===== config.mk =====
export PLATFORM = sky130hd
export DESIGN_NAME = cmd_stream_decoder
export DESIGN_NICKNAME = d
export VERILOG_FILES = /design/src/rtl/cmdq_pkg.sv /design/src/rtl/cmd_popcount.sv /design/src/rtl/cmd_lowbit.sv /design/src/rtl/cmd_field_split.sv /design/src/rtl/cmd_stream_decoder.sv
export SDC_FILE = /design/constraint.sdc
export NUM_CORES = 1
export LEC_CHECK = 0
export BUFFER_PORTS_ARGS = -buffer_cell sky130_fd_sc_hd__buf_2
export CAP_MARGIN = 20
export CELL_PAD_IN_SITES_DETAIL_PLACEMENT = 2
export CELL_PAD_IN_SITES_GLOBAL_PLACEMENT = 2
export CORE_ASPECT_RATIO = 2
export CORE_MARGIN = 10
export CORE_UTILIZATION = 25
export CTS_BUF_LIST = sky130_fd_sc_hd__clkbuf_16
export DETAILED_ROUTE_END_ITERATION = 10
export GPL_ROUTABILITY_DRIVEN = 1
export PLACE_DENSITY = 0.72
export SLEW_MARGIN = 20
export SYNTH_ARGS = -nofsm -noshare
export SYNTH_HDL_FRONTEND = slang
export SYNTH_SLANG_ARGS = --single-unit

===== constraint.sdc =====
create_clock -name clk -period 7.4 [get_ports clk]
set_input_delay 1.48 -clock clk [delete_from_list [all_inputs] [get_ports clk]]
set_output_delay 1.48 -clock clk [all_outputs]
set_load 0.005 [all_outputs]

===== src/rtl/cmdq_pkg.sv =====
// Package: field geometry, opcode codes and the decoded-command record
// shared by the command stream decoder and its helpers.
package cmdq_pkg;

    localparam int WORD_W    = 32;
    localparam int OPC_W     = 4;
    localparam int OPC_LSB   = 28;
    localparam int OFF_W     = 12;
    localparam int OFF_LSB   = 16;
    localparam int CLS_W     = 10;
    localparam int CLS_LSB   = 6;
    localparam int SCMASK_W  = 6;
    localparam int CNT_W     = 16;
    localparam int MMASK_W   = 16;
    localparam int GCNT_W    = 14;
    localparam int GINS_BIT  = 15;
    localparam int GTYP_BIT  = 14;
    localparam int SUB_W     = 4;
    localparam int SUB_LSB   = 24;
    localparam int LOCK_W    = 8;
    localparam int JUMP_SHL  = 4;
    localparam int BIDX_W    = $clog2(MMASK_W);
    localparam int PCNT_W    = $clog2(MMASK_W + 1);

    localparam logic [OPC_W-1:0] OP_SETCLS = 4'h0;
    localparam logic [OPC_W-1:0] OP_INCW   = 4'h1;
    localparam logic [OPC_W-1:0] OP_FIXW   = 4'h2;
    localparam logic [OPC_W-1:0] OP_MSKW   = 4'h3;
    localparam logic [OPC_W-1:0] OP_IMM    = 4'h4;
    localparam logic [OPC_W-1:0] OP_JUMP   = 4'h5;
    localparam logic [OPC_W-1:0] OP_GATH   = 4'h6;
    localparam logic [OPC_W-1:0] OP_EXT    = 4'hE;

    localparam logic [SUB_W-1:0] SUB_TAKE  = 4'h0;
    localparam logic [SUB_W-1:0] SUB_DROP  = 4'h1;

    // How outstanding payload words are routed
    typedef enum logic [1:0] {
        PM_STEP = 2'd0,
        PM_HOLD = 2'd1,
        PM_BITS = 2'd2,
        PM_ADDR = 2'd3
    } paymode_e;

    // Fields of one command word, already split apart
    typedef struct packed {
        logic [OPC_W-1:0]   opc;
        logic [OFF_W-1:0]   offset;
        logic [CLS_W-1:0]   cls;
        logic [MMASK_W-1:0] walk_mask;
        logic [CNT_W-1:0]   pay_cnt;
        logic               g_insert;
        logic               g_type;
        logic [GCNT_W-1:0]  g_count;
        logic [SUB_W-1:0]   sub;
        logic [LOCK_W-1:0]  lock_idx;
    } cmd_fields_t;

endpackage


===== src/rtl/cmd_popcount.sv =====
// Module: cmd_popcount
// Counts the set bits of a W-bit vector, purely combinational.
// Assumes W is at least 1; the result width is derived from W.
module cmd_popcount #(
    parameter int W = 16,
    localparam int CW = $clog2(W + 1)
) (
    input  logic [W-1:0]  vec,
    output logic [CW-1:0] ones
);
    // Sum the bits one at a time
    always_comb begin
        ones = '0;
        for (int i = 0; i < W; i++) begin
            ones = ones + CW'(vec[i]);
        end
    end
endmodule


===== src/rtl/cmd_lowbit.sv =====
// Module: cmd_lowbit
// Finds the index of the lowest set bit of a W-bit vector.
// Assumes the caller ignores idx when found is low.
module cmd_lowbit #(
    parameter int W = 16,
    localparam int IW = $clog2(W)
) (
    input  logic [W-1:0]  vec,
    output logic [IW-1:0] idx,
    output logic          found
);
    logic [W-1:0] below_any;

    // below_any[i]: some bit under position i is set
    assign below_any[0] = 1'b0;
    for (genvar g = 1; g < W; g++) begin : g_chain
        assign below_any[g] = below_any[g-1] | vec[g-1];
    end

    // Pick the single position that is set with nothing set beneath it
    always_comb begin
        idx   = '0;
        found = |vec;
        for (int i = 0; i < W; i++) begin
            if (vec[i] && !below_any[i]) begin
                idx = IW'(i);
            end
        end
    end
endmodule


===== src/rtl/cmd_field_split.sv =====
// Module: cmd_field_split
// Splits a command word into its fields and works out how many payload
// words follow it. Assumes the word is an opcode; the result is unused
// when the word is payload.
module cmd_field_split
    import cmdq_pkg::*;
(
    input  logic [WORD_W-1:0] word,
    output cmd_fields_t       f
);
    logic [MMASK_W-1:0] sel_mask;
    logic [PCNT_W-1:0]  sel_ones;

    // Choose the mask to walk: six bits for set-class, sixteen otherwise
    always_comb begin
        if (word[OPC_LSB +: OPC_W] == OP_SETCLS) begin
            sel_mask = MMASK_W'(word[SCMASK_W-1:0]);
        end else begin
            sel_mask = word[MMASK_W-1:0];
        end
    end

    cmd_popcount #(.W(MMASK_W)) i_ones (
        .vec  (sel_mask),
        .ones (sel_ones)
    );

    // Extract fixed-position fields and the opcode-dependent payload length
    always_comb begin
        f.opc       = word[OPC_LSB +: OPC_W];
        f.offset    = word[OFF_LSB +: OFF_W];
        f.cls       = word[CLS_LSB +: CLS_W];
        f.walk_mask = sel_mask;
        f.g_insert  = word[GINS_BIT];
        f.g_type    = word[GTYP_BIT];
        f.g_count   = word[GCNT_W-1:0];
        f.sub       = word[SUB_LSB +: SUB_W];
        f.lock_idx  = word[LOCK_W-1:0];
        case (f.opc)
            OP_SETCLS, OP_MSKW: f.pay_cnt = CNT_W'(sel_ones);
            OP_INCW, OP_FIXW:   f.pay_cnt = word[CNT_W-1:0];
            OP_GATH:            f.pay_cnt = CNT_W'(1);
            default:            f.pay_cnt = '0;
        endcase
    end
endmodule


===== src/rtl/cmd_stream_decoder.sv =====
// Module: cmd_stream_decoder
// Decodes a stream of 32-bit channel command words into register write
// records and gather, restart and lock events. Accepts one word per cycle
// and never stalls. Every output is registered and pulses for one cycle on
// the edge that accepts the word causing it.
module cmd_stream_decoder
    import cmdq_pkg::*;
(
    input  logic              clk,
    input  logic              rst_n,
    input  logic              in_valid,
    input  logic [31:0]       in_data,
    output logic              in_ready,
    output logic              wr_valid,
    output logic [9:0]        wr_class,
    output logic [11:0]       wr_offset,
    output logic [31:0]       wr_data,
    output logic              gather_valid,
    output logic [11:0]       gather_offset,
    output logic              gather_insert,
    output logic              gather_type,
    output logic [13:0]       gather_count,
    output logic [31:0]       gather_addr,
    output logic              restart_valid,
    output logic [31:0]       restart_addr,
    output logic              lock_valid,
    output logic              lock_release,
    output logic [7:0]        lock_index,
    output logic              ext_unknown
);
    cmd_fields_t         dec;
    logic [CNT_W-1:0]    pay_left;
    paymode_e            pay_mode;
    logic [OFF_W-1:0]    cur_off;
    logic [MMASK_W-1:0]  mask_left;
    logic [CLS_W-1:0]    cur_cls;
    logic [OFF_W-1:0]    hold_goff;
    logic                hold_gins;
    logic                hold_gtyp;
    logic [GCNT_W-1:0]   hold_gcnt;
    logic [BIDX_W-1:0]   bit_idx;
    logic                bit_found;
    logic                accept;
    logic                at_opcode;

    // The decoder never back-pressures
    assign in_ready  = 1'b1;
    assign accept    = in_valid && in_ready;
    assign at_opcode = (pay_left == '0);

    cmd_field_split i_split (
        .word (in_data),
        .f    (dec)
    );

    cmd_lowbit #(.W(MMASK_W)) i_low (
        .vec   (mask_left),
        .idx   (bit_idx),
        .found (bit_found)
    );

    // Payload bookkeeping and class state
    always_ff @(posedge clk) begin
        if (!rst_n) begin
            pay_left  <= '0;
            pay_mode  <= PM_STEP;
            cur_off   <= '0;
            mask_left <= '0;
            cur_cls   <= '0;
            hold_goff <= '0;
            hold_gins <= 1'b0;
            hold_gtyp <= 1'b0;
            hold_gcnt <= '0;
        end else if (accept) begin
            if (at_opcode) begin
                pay_left <= dec.pay_cnt;
                cur_off  <= dec.offset;
                case (dec.opc)
                    OP_SETCLS: begin
                        cur_cls   <= dec.cls;
                        pay_mode  <= PM_BITS;
                        mask_left <= dec.walk_mask;
                    end
                    OP_INCW:   pay_mode <= PM_STEP;
                    OP_FIXW:   pay_mode <= PM_HOLD;
                    OP_MSKW: begin
                        pay_mode  <= PM_BITS;
                        mask_left <= dec.walk_mask;
                    end
                    OP_GATH: begin
                        pay_mode  <= PM_ADDR;
                        hold_goff <= dec.offset;
                        hold_gins <= dec.g_insert;
                        hold_gtyp <= dec.g_type;
                        hold_gcnt <= dec.g_count;
                    end
                    default: pay_mode <= pay_mode;
                endcase
            end else begin
                pay_left <= pay_left - CNT_W'(1);
                case (pay_mode)
                    PM_STEP: cur_off   <= cur_off + OFF_W'(1);
                    PM_BITS: mask_left <= mask_left & (mask_left - MMASK_W'(1));
                    default: cur_off   <= cur_off;
                endcase
            end
        end
    end

    // Register write records
    always_ff @(posedge clk) begin
        if (!rst_n) begin
            wr_valid  <= 1'b0;
            wr_class  <= '0;
            wr_offset <= '0;
            wr_data   <= '0;
        end else begin
            wr_valid <= 1'b0;
            if (accept && at_opcode && dec.opc == OP_IMM) begin
                wr_valid  <= 1'b1;
                wr_class  <= cur_cls;
                wr_offset <= dec.offset;
                wr_data   <= WORD_W'(in_data[CNT_W-1:0]);
            end else if (accept && !at_opcode && pay_mode != PM_ADDR) begin
                wr_valid <= 1'b1;
                wr_class <= cur_cls;
                wr_data  <= in_data;
                if (pay_mode == PM_BITS && bit_found) begin
                    wr_offset <= cur_off + OFF_W'(bit_idx);
                end else begin
                    wr_offset <= cur_off;
                end
            end
        end
    end

    // Gather request on its address word
    always_ff @(posedge clk) begin
        if (!rst_n) begin
            gather_valid  <= 1'b0;
            gather_offset <= '0;
            gather_insert <= 1'b0;
            gather_type   <= 1'b0;
            gather_count  <= '0;
            gather_addr   <= '0;
        end else begin
            gather_valid <= 1'b0;
            if (accept && !at_opcode && pay_mode == PM_ADDR) begin
                gather_valid  <= 1'b1;
                gather_offset <= hold_goff;
                gather_insert <= hold_gins;
                gather_type   <= hold_gtyp;
                gather_count  <= hold_gcnt;
                gather_addr   <= in_data;
            end
        end
    end

    // Restart jumps
    always_ff @(posedge clk) begin
        if (!rst_n) begin
            restart_valid <= 1'b0;
            restart_addr  <= '0;
        end else begin
            restart_valid <= 1'b0;
            if (accept && at_opcode && dec.opc == OP_JUMP) begin
                restart_valid <= 1'b1;
                restart_addr  <= in_data << JUMP_SHL;
            end
        end
    end

    // Lock events and unrecognised extend sub-opcodes
    always_ff @(posedge clk) begin
        if (!rst_n) begin
            lock_valid   <= 1'b0;
            lock_release <= 1'b0;
            lock_index   <= '0;
            ext_unknown  <= 1'b0;
        end else begin
            lock_valid  <= 1'b0;
            ext_unknown <= 1'b0;
            if (accept && at_opcode && dec.opc == OP_EXT) begin
                if (dec.sub == SUB_TAKE || dec.sub == SUB_DROP) begin
                    lock_valid   <= 1'b1;
                    lock_release <= (dec.sub == SUB_DROP);
                    lock_index   <= dec.lock_idx;
                end else begin
                    ext_unknown <= 1'b1;
                end
            end
        end
    end
endmodule


# Yosys cells after proc, flatten, opt, wreduce, memory -nomap -nowiden
# Cells that the tools add are included.
[word_totals]
inputBits = 35
register_bits = 240
[op_classes]
add_sub_neg = 19
reduce_logical = 59
muxes = 37
n_bitwise = 16
n_eq_ne = 12
[op_table]
columns = ["op", "n"]
rows = [
  ["16-bit two-way mux", 7],
  ["12-bit two-way mux", 5],
  ["4-bit two-way mux", 14],
  ["5-bit by 1-bit adder with 5-bit output", 11],
  ["16-bit one-hot mux with 3 select lines", 1],
  ["16-bit by 1-bit subtractor with 16-bit output, second input constant", 2],
  ["1-bit logical AND", 23],
  ["10-bit two-way mux", 2],
  ["16-bit bitwise AND", 1],
  ["1-bit logical NOT", 16],
  ["16-bit logical NOT", 1],
  ["16-bit OR reduction", 1],
  ["1-bit bitwise OR", 14],
  ["12-bit by 1-bit adder with 12-bit output, second input constant", 1],
  ["12-bit by 4-bit adder with 12-bit output", 1],
  ["4-bit by 3-bit == test with 1-bit output, second input constant", 3],
  ["3-bit AND reduction", 4],
  ["4-bit by 1-bit == test with 1-bit output, second input constant", 2],
  ["4-bit by 2-bit == test with 1-bit output, second input constant", 2],
  ["4-bit logical NOT", 2],
  ["2-bit one-hot mux with 4 select lines", 1],
  ["1-bit two-way mux", 7],
  ["2-bit AND reduction", 3],
  ["2-bit nonzero test", 3],
  ["other kinds (12)", 16],
]

# Logic depth before layout (Yosys ltp)
# Gate-level depths: netlist of the first run.
[depth]
ltp_word = 21
ltp_mapped = 16

# By module
# Synthesis of the first run repeated with hierarchy kept, for this count alone.
[unflattened]
cells_unflattened = 1404
hier_area_um2 = 11299.6
[modules_own_cells]
columns = ["mod", "cells_each", "n_inst", "area_each_um2"]
rows = [
  ["cmd_stream_decoder", 1223, 1, 9917.0],
  ["cmd_field_split", 101, 1, 740.7],
  ["cmd_popcount", 47, 1, 407.9],
  ["cmd_lowbit", 33, 1, 234.0],
]

# Least setup slack after synthesis of the first run
# No wires, ideal clock.
[synth_timing]
path_kind = "input to register"
from = "input port in_data[28]"
to = "register pay_left[4]"
n_path_buf = 2
path_stages = 16
slack_ps = 1476
arrival_time_ps = 5809
cell_sequence = "clkbuf_1 or4_1 clkbuf_1 and2_1 fa_1 fa_1 inv_1 fa_1 fa_1 inv_1 ha_1 fa_1 a21o_1 a32oi_1 nor2_1 o21a_1"
[synth_via]
elab_chain_cells = 14
[synth_lines]
columns = ["item", "line_no", "text"]
rows = [
  ["start, declared", "cmd_stream_decoder.sv:12", "input logic [31:0] in_data,"],
  ["4-bit logical NOT", "cmd_field_split.sv:16, cmd_field_split.sv:39", ""],
  ["16-bit two-way mux", "cmd_field_split.sv:16", "if (word[OPC_LSB +: OPC_W] == OP_SETCLS) begin"],
  ["5-bit by 1-bit adder with 5-bit output (10 in series)", "cmd_popcount.sv:15", "ones = ones + CW'(vec[i]);"],
  ["16-bit one-hot mux with 3 select lines *", "cmd_field_split.sv:39", "case (f.opc)"],
  ["16-bit two-way mux *", "cmd_stream_decoder.sv:75", "if (at_opcode) begin"],
  ["end signal, assigned", "cmd_stream_decoder.sv:76", "pay_left <= dec.pay_cnt;"],
  ["end signal, assigned", "cmd_stream_decoder.sv:100", "pay_left <= pay_left - CNT_W'(1);"],
  ["end, declared", "cmd_stream_decoder.sv:32", "logic [CNT_W-1:0] pay_left;"],
]
# Every way passes the cells marked *; elsewhere a longest branch is shown, timed or not.
# A chain may end at the register's enable or synchronous reset.

# Worst setup path in the final report of the first run
[layout_timing]
from = "input port in_data[28]"
to = "register pay_left[2]"
# The elaborated chain is that of the path after synthesis.

==> flow_summary.json, run 1 <==
{
  "final_hold_viol_count": 0,
  "synth.avg_cell_area_um2": 8.18,
  "route.final.wire_length_mm": 52.0,
  "period_needed_ns": 5.73,
  "cts_setup_buffers": 0,
  "crit_required_ns": 7.81,
  "avgRoutedWirePerCell_um": 25.5,
  "rrSetupSlack_ns": 3.57,
  "synthFlopType": "dfxtp_1",
  "yosysTopAreaCellShare": 0.437,
  "crit_start": "in_data[28]",
  "vias_per_cell": 5.35,
  "drv_cap": 0,
  "switching_share": 0.380,
  "holdPathEnd": "gather_offset[3]",
  "p_per_area_nw_per_um2": 314,
  "die_w_um": 168,
  "clock-skew-final_ns": 0.0142,
  "track_usage": 0.187,
  "portBuffers": 190,
  "antenna_cells": 0,
  "r2r-end": "wr_offset[10]",
  "synth_top_family_by_area": "simple AND/OR/NAND/NOR gates",
  "stdcell_area_um2": 13200,
  "vias": 10900,
  "grt_pass1_wl_mm": 77.3,
  "coreArea_um2": 43500,
  "hold_class": "flip-flop to flip-flop",
  "cts_tree": "yes",
  "path_clk_slew_ns": 0.07,
  "synth_mux_area_frac": 0.0501,
  "dieArea_um2": 53300,
  "fin_total_pwr_mw": 4.16,
  "path_class": "input port to flip-flop",
  "syn_area_um2": 11000,
  "grt_pass1_vias": 11800,
  "clkPwrFrac": 0.334,
  "status": "completed",
  "p_switching_mw": 1.58,
  "synth-edff-count": 0,
  "holdBufCountCts": 0,
  "internal-power_mw": 2.58,
  "numClockSinks": 240,
  "yosys.area_share.simple": 0.227,
  "drt-initial-drc-count": 605,
  "ios": 196,
  "place_area_um2": 12300,
  "syn_inst": 1343,
  "numCtsBuffers": 25,
  "ys_types": 75,
  "cts_buffer_depth": 3,
  "finalSetupTns_ns": 0,
  "synth-xor-area-share": 0.00717,
  "num_rows": 108,
  "cp-end-kind": "flip-flop",
  "startpoint_type": "input port",
  "synthAdderAreaFrac": 0.0337,
  "synth_area_leader_cell": "dfxtp_1",
  "fmaxAchievable_mhz": 175,
  "irDropWorstVdd_v": 0.000168,
  "grt_setup_unrepaired": "no",
  "worstHoldPathCells": 2,
  "finalSetupViolCount": 0,
  "grt_max_degree": 92,
  "pwr-share-comb": 0.307,
  "maxSlewHeadroom": 0.338,
  "final_antenna_net_count": 0,
  "r2r_start": "mask_left[0]",
  "worstPathMaxFanout": 14,
  "syn_to_final_growth_pct": 20.5,
  "worstPathArrival_ns": 6.14,
  "cts-root-buf": "clkbuf_16",
  "insertion_delay_ns": 0.56,
  "p_leak_nw": 5.07,
  "tightest_slew_ns": 0.993,
  "die_h_um": 317,
  "cts_max_level": 1,
  "grt_remaining_overflow": 0,
  "drtPass1Iterations": 5,
  "slew_viol_final": 0,
  "r2r_cells": 11,
  "antenna_found_initial": 0,
  "synth-compound-area-share": 0.190,
  "synthArstFlopShare": 0,
  "ys_ff_latch": 240,
  "sequentialPowerShare": 0.358,
  "initial_core_util": 0.253,
  "nets": 1532,
  "yosysWarnings": 0,
  "gp_congestion": 0.873,
  "drc": 0,
  "yosys-top-cells-area": "dfxtp_1 44%, nand2_1 10%, a21oi_1 7.5%",
  "ctsResizeCount": 0,
  "ys_seq_area_frac": 0.437,
  "period_share": 0.774,
  "place_hpwl_mm": 37.4,
  "min_from": "hold_goff[3]",
  "drive_gt1_frac": 0.189
}
-- synthesized netlist by cell type, types with 9 or more instances --
cell type and instances:
nor3_1 16, or3_1 9, o21ai_0 50, nor2_1 61, nand4_1 20, nand3_1 49
ha_1 12, mux2i_1 55, clkbuf_1 78, dfxtp_1 240, buf_2 23, a211oi_1 15
inv_1 22, fa_1 11, nor4_1 17, a21oi_1 165, nand2_1 301, a31oi_1 13
o31ai_1 10, o211ai_1 13
-- critical path, stage by stage --
cell and delay, ns:
buf_2 0.17, or4_1 0.81, and2_1 0.30, fa_1 0.51, fa_1 0.53, inv_1 0.06
fa_1 0.48, fa_1 0.53, inv_1 0.05, ha_1 0.20, fa_1 0.40, xor2_1 0.16
a22oi_1 0.19, a2bb2oi_1 0.18, a21oi_1 0.09
-- cells by family (layout without fill, tap and decap cells) --
group,Yosys count,after routing
and+or+nand+nor,537,537
AOI/OAI and AO/OA,343,343
xor gates and xnor gates,9,9
adders and majority gates,23,23
other,2,5
DFF,240,240
muxes,55,55
buffers and inverters,134,280
-- sequential cells by signal, summed over array words and instances (netlist names), 14 cells and up --
name and flops:
gather_addr 32, gather_count 14, hold_gcnt 14, mask_left 16
pay_left 16, restart_addr 28, wr_data 32
-- power groups by stage --
stage | Combinational [mW] | Clock (mW) | Sequential (mW)
floorplan | 0.787 | 0 | 1.49
global placement | 1.23 | 0 | 1.51
detailed placement | 1.27 | 0 | 1.52
CTS | 1.28 | 1.42 | 1.49
global route | 1.39 | 1.47 | 1.50
finish | 1.28 | 1.39 | 1.49
-- worst max-delay path by stage --
stage                     slack [ns]          end  depth (start not counted)
final                           1.67  pay_left[2]                         15
after global routing            1.47  pay_left[2]                         15
after CTS                       1.72  pay_left[2]                         15
after detailed placement        1.14  pay_left[2]                         15
after global placement          1.29  pay_left[2]                         15
after floorplan                 1.48  pay_left[4]                         16
-- through the flow --
step	util	hold WS, ns	setup slack [ns]	std cells
after floorplan	-	0.428	1.48	1346
after global placement	0.283	0.434	1.29	1996
after detailed placement	0.284	0.447	1.14	1997
after CTS	0.304	0.456	1.72	2042
after global routing	0.304	0.474	1.47	2042
final	0.304	0.452	1.67	2042
-- per-layer routing --
layer | vias to the layer above | GRT usage | part of all wire
met5 | - | 0 | 0
met4 | 0 | 0.0923 | 0.051
met3 | 90 | 0.0210 | 0.034
met2 | 271 | 0.360 | 0.55
met1 | 5601 | 0.195 | 0.37
li1 | 4969 | - | -
-- cells in the final DEF, fill, tap and decap left out, drive strengths merged, types with 15 or more instances in the layout --
cell / n
nor3: 18
nor4: 22
dfxtp: 240
nand4: 21
o21ai: 50
nand3: 49
a21oi: 166
clkbuf: 25
mux2i: 55
nor2: 63
nand2: 302
inv: 26
a211oi: 15
buf: 212
-- layout make-up --
cell class / instances / area, um^2
clock buffers: 25 / 626
clock inverters: 20 / 249
fillers: 5047 / 30300
inverters: 23 / 91.3
multi-input cells: 972 / 5650
flip-flops and latches: 240 / 4800
well taps: 550 / 688
repair buffers: 212 / 1140
Note: power is estimated with default switching activity, not from simulation.
==> run 2, diff against run 1 <==
- clock period: 7.4 -> 5.94 ns (I/O delays scaled with it)
==> flow_summary.json, run 2 (synthesis results as in run 1) <==
{
  "cts-root-buf": "clkbuf_16",
  "drtPass1Iterations": 5,
  "ctsResizeCount": 0,
  "holdBufCountCts": 0,
  "path_class": "input port to flip-flop",
  "final_antenna_net_count": 0,
  "dr_wl_met3_mm": 1.94,
  "cp_slowest_cell": "or4_1",
  "drive_gt1_frac": 0.190,
  "nets": 1543,
  "drc": 0,
  "final_hold_viol_count": 0,
  "regArea_um2": 4800,
  "die_h_um": 317,
  "hold_class": "flip-flop to flip-flop",
  "path_clk_slew_ns": 0.07,
  "dr_wl_met2_mm": 29.2,
  "finalSetupViolCount": 0,
  "final_common_cell": "nand2_1",
  "initial_core_util": 0.253,
  "route.final.wire_length_mm": 53.1,
  "grt_max_degree": 117,
  "clock-skew-final_ns": 0.0218,
  "startpoint_type": "input port",
  "ios": 196,
  "grt_setup_unrepaired": "no",
  "antenna_cells": 0,
  "numCtsBuffers": 25,
  "worstPathArrival_ns": 5.58,
  "drv_cap": 0,
  "grt_remaining_overflow": 0,
  "num_rows": 108,
  "p_leak_nw": 5.08,
  "cp-end-kind": "flip-flop",
  "p_switching_mw": 1.95,
  "clkPwrFrac": 0.318,
  "sequentialPowerShare": 0.369,
  "maxUsedRoutingLayer": "met4",
  "avgRoutedWirePerCell_um": 25.8,
  "vias": 11000,
  "cp_cell_sequence": "buf_2 > or4_1 > and2_1 > fa_1 > fa_1 > inv_1 > fa_1 > fa_1 > inv_1 > ha_1 > fa_1 > xor2_1 > a22oi_1 > a2bb2oi_1 > a21oi_1",
  "cpPeakStageDelay_ns": 0.69,
  "multiInputGateArea_um2": 5640,
  "syn_to_final_growth_pct": 20.3,
  "cts_tree": "yes",
  "switching_share": 0.388,
  "grt_pass1_vias": 11800,
  "maxSlewHeadroom": 0.298,
  "hold_ws_ns": 0.444,
  "worst_path_most_repeated_cell": "fa_1",
  "place_hpwl_mm": 38.2,
  "numClockSinks": 240,
  "fill_cells": 5022,
  "largest_registers": "gather_addr (32), wr_data (32), restart_addr (28)",
  "coreArea_um2": 43500,
  "fmaxAchievable_mhz": 193,
  "cts_max_level": 1,
  "gp_congestion": 0.914,
  "wl_met1_mm": 19.2,
  "slew_viol_final": 0,
  "insertion_delay_ns": 0.57,
  "cts_setup_buffers": 0,
  "layout_common_cells": "301 x nand2_1, 240 x dfxtp_1, 190 x buf_2",
  "crit_required_ns": 6.34,
  "period_needed_ns": 5.18,
  "pwr-share-comb": 0.313,
  "period_share": 0.871,
  "die_w_um": 168,
  "tightest_slew_ns": 1.05,
  "vias_per_cell": 5.35,
  "internal-power_mw": 3.08,
  "finalSetupTns_ns": 0,
  "portBuffers": 190,
  "antenna_found_initial": 0,
  "irDropWorstVdd_v": 0.000198,
  "p_per_area_nw_per_um2": 381,
  "cts_buffer_depth": 3,
  "worstPathMaxFanout": 7,
  "grt_pass1_wl_mm": 78.5,
  "track_usage": 0.191,
  "dieArea_um2": 53300,
  "status": "completed",
  "drt-initial-drc-count": 583
}
-- run 2: changes by cell type in the layout (fill, tap and decap cells not counted), sizes merged --
cell    change
buf        +11
bufinv      -3
clkinv      -2
inv         +5
-- run 2: final cells by class --
class | count | share of cell area
sequential | 240 | 0.363
clock buffer | 25 | 0.0473
timing repair buffer | 223 | 0.0907
inverter | 23 | 0.00691
clock inverter | 20 | 0.0130
tap | 550 | 0.0521
multi-input combinational | 972 | 0.427
-- run 2: worst paths after layout --
| check | slack [ns] | startpoint | to | depth (start not counted) |
|---|---|---|---|---|
| worst max-delay path | 0.76 | in_data[28] | pay_left[2] | 15 |
| worst min register to register | 0.44 | hold_gcnt[6] | gather_count[6] | 2 |
| worst max register to register | 2.11 | mask_left[4] | wr_offset[10] | 11 |
| worst min-delay path | 0.44 | hold_gcnt[6] | gather_count[6] | 2 |
-- run 2: power by group through the flow --
stage / sequential, mW / clock (mW) / combinational (mW)
6_report: 1.86 / 1.60 / 1.58
5_1_grt: 1.87 / 1.69 / 1.70
4_1_cts: 1.85 / 1.64 / 1.57
3_5_place_dp: 1.89 / 0 / 1.56
3_3_place_gp: 1.88 / 0 / 1.52
2_1_floorplan: 1.85 / 0 / 0.981
-- run 2: critical path: cells and delay by family --
kind | cells | cell delay, ns
AND/OR/NAND/NOR | 2 | 0.94
buffers and inverters | 3 | 0.22
AO/OA/AOI/OAI | 3 | 0.45
XOR/XNOR | 1 | 0.16
adder cells (fa/ha/maj) | 6 | 2.61
-- run 2: routing by layer --
metal	GRT usage	vias to the layer above
met4	0.0929	0
met2	0.372	265
met5	0	-
met1	0.193	5639
met3	0.0236	88
li1	-	4993
-- run 2: per-stage QoR --
stage          instance area (um^2)   util  total power, mW  std cells  setup WS (ns)
2_1_floorplan                 11000      -             2.83       1346          0.308
3_3_place_gp                  12400  0.285             3.40       2008          0.271
3_5_place_dp                  12400  0.285             3.45       2008          0.205
4_1_cts                       13200  0.304             5.06       2053          0.782
5_1_grt                       13200  0.304             5.27       2053          0.577
6_report                      13200  0.304             5.03       2053          0.764
==> run 3, diff against run 2 <==
- clock period: 5.94 -> 4.8 ns (I/O delays scaled with it)
==> flow_summary.json, run 3 (synthesis results as in run 1) <==
{
  "status": "completed",
  "nets": 1557,
  "crit_start": "in_data[29]",
  "numCtsBuffers": 24,
  "maxSlewHeadroom": 0.342,
  "grt_max_degree": 109,
  "tightest_slew_ns": 0.979,
  "path_class": "input port to flip-flop",
  "grt_setup_unrepaired": "yes",
  "gp_congestion": 0.872,
  "post-place-cells": 2019,
  "cts_tree": "yes",
  "period_needed_ns": 4.71,
  "final_antenna_net_count": 0,
  "final_util": 0.306,
  "path_depth": 15,
  "cts-root-buf": "clkbuf_16",
  "track_usage": 0.180,
  "hold_class": "flip-flop to flip-flop",
  "cts_max_level": 1,
  "die_h_um": 317,
  "insertion_delay_ns": 0.54,
  "stdcell_count": 2063,
  "grt_pass1_wl_mm": 75.4,
  "cts_buffer_depth": 3,
  "vias_per_cell": 5.26,
  "finalSetupViolCount": 0,
  "crit_family": "adder cells",
  "ios": 196,
  "holdBufCountCts": 0,
  "r2r-end": "wr_offset[10]",
  "path_clk_slew_ns": 0.07,
  "p_per_area_nw_per_um2": 455,
  "drtPass1Iterations": 5,
  "startpoint_type": "input port",
  "rrSetupSlack_ns": 1.08,
  "irDropWorstVdd_v": 0.000188,
  "cp-end-kind": "flip-flop",
  "die_w_um": 168,
  "grt_pass1_vias": 11900,
  "finalSetupTns_ns": 0,
  "multiInputGateArea_um2": 5670,
  "cp_cell_sequence": "buf_8 > or4_4 > buf_4 > nand2_1 > fa_1 > fa_1 > fa_2 > fa_1 > inv_2 > ha_4 > fa_2 > xor2_1 > a22oi_1 > a2bb2oi_1 > a21oi_1",
  "cp_slowest_cell": "or4_4",
  "dieArea_um2": 53300,
  "portBuffers": 190,
  "antenna_found_initial": 0,
  "clock-skew-final_ns": 0.0146,
  "slew_viol_final": 0,
  "grt_remaining_overflow": 0,
  "syn_to_final_growth_pct": 21.0,
  "vias": 10900,
  "period_share": 0.981,
  "place_hpwl_mm": 36.0,
  "r2r_cells": 11,
  "crit_required_ns": 5.18,
  "avgRoutedWirePerCell_um": 24.3,
  "antenna_cells": 0,
  "hold_ws_ns": 0.449,
  "drc": 0,
  "numClockSinks": 240,
  "drv_cap": 0,
  "regArea_um2": 4800,
  "layout_common_cells": "301 x nand2_1, 240 x dfxtp_1, 187 x buf_2",
  "r2r_start": "mask_left[0]",
  "worstPathArrival_ns": 5.09,
  "worst-path-buf-inv": 3,
  "final_common_cell": "nand2_1",
  "fill_cells": 5060,
  "final_hold_viol_count": 0,
  "drive_gt1_frac": 0.204,
  "drt-initial-drc-count": 603,
  "worst_path_most_repeated_cell": "fa_1",
  "coreArea_um2": 43500,
  "worstPathMaxFanout": 5,
  "largest_registers": "gather_addr (32), wr_data (32), restart_addr (28)",
  "initial_core_util": 0.253,
  "cpPeakStageDelay_ns": 0.59,
  "crit_end": "pay_left[2]",
  "fmaxAchievable_mhz": 212,
  "route.final.wire_length_mm": 50.2,
  "num_rows": 108,
  "p_leak_nw": 5.12
}
==> run 3: cell count changes in the layout (fill, tap and decap cells not counted), moves of 3 or more <==
cell and delta:
inv_1 -4, clkinv_2 +5, clkinv_1 -3, and2_1 -3, and2_4 +3, buf_4 +13, buf_2 -3
==> run 3: how the worst min path moves through the flow <==
stage,endpoint,slack (ns),cells after the start,start
6_report,restart_addr[22],0.45,2,restart_addr[22]
2_1_floorplan,cur_cls[2],0.43,2,cur_cls[2]
4_1_cts,restart_addr[22],0.46,2,restart_addr[22]
3_5_place_dp,restart_addr[22],0.45,2,restart_addr[22]
5_1_grt,gather_count[0],0.47,2,hold_gcnt[0]
3_3_place_gp,restart_addr[27],0.44,2,restart_addr[27]
==> run 3: area by class of cell <==
type / instances / share of cell area
repair buffers: 237 / 0.101
well taps: 550 / 0.0517
clock buffers: 25 / 0.0470
flip-flops and latches: 240 / 0.361
multi-input cells: 973 / 0.426
clock inverters: 15 / 0.00583
inverters: 23 / 0.00687
==> run 3: repair_timing <==
action	in CTS	in global routing
setup buffers	0	3
endpoints found under the setup margin	0	3
resized for setup	0	13
==> run 3: tightest hold or removal path, cell delays in order (launching register included) <==
cell and delay, ns:
dfxtp_1 0.30, nand2_1 0.05, a21oi_1 0.05
==> run 3: per-layer routing <==
metal,wire length [um],track usage
met5,0,0
met4,2000,0.0755
met3,2020,0.0281
met2,27400,0.344
met1,18800,0.190
==> run 3: stage by stage <==
step / instance area (um^2) / worst slack, ns / power, mW
floorplan: 11100 / -0.275 / 3.52
global placement: 12500 / -0.412 / 4.21
detailed placement: 12500 / -0.558 / 4.29
CTS: 13200 / 0.0117 / 6.10
global route: 13300 / -0.0387 / 6.39
finish: 13300 / 0.0909 / 6.05
==> run 3: power breakdown <==
| part | switching [mW] | internal, mW | total [mW] |
|---|---|---|---|
| sequential | 0.157 | 2.14 | 2.29 |
| combinational | 1.33 | 0.643 | 1.98 |
| clock | 0.844 | 0.941 | 1.78 |
| total | 2.34 | 3.72 | 6.05 |
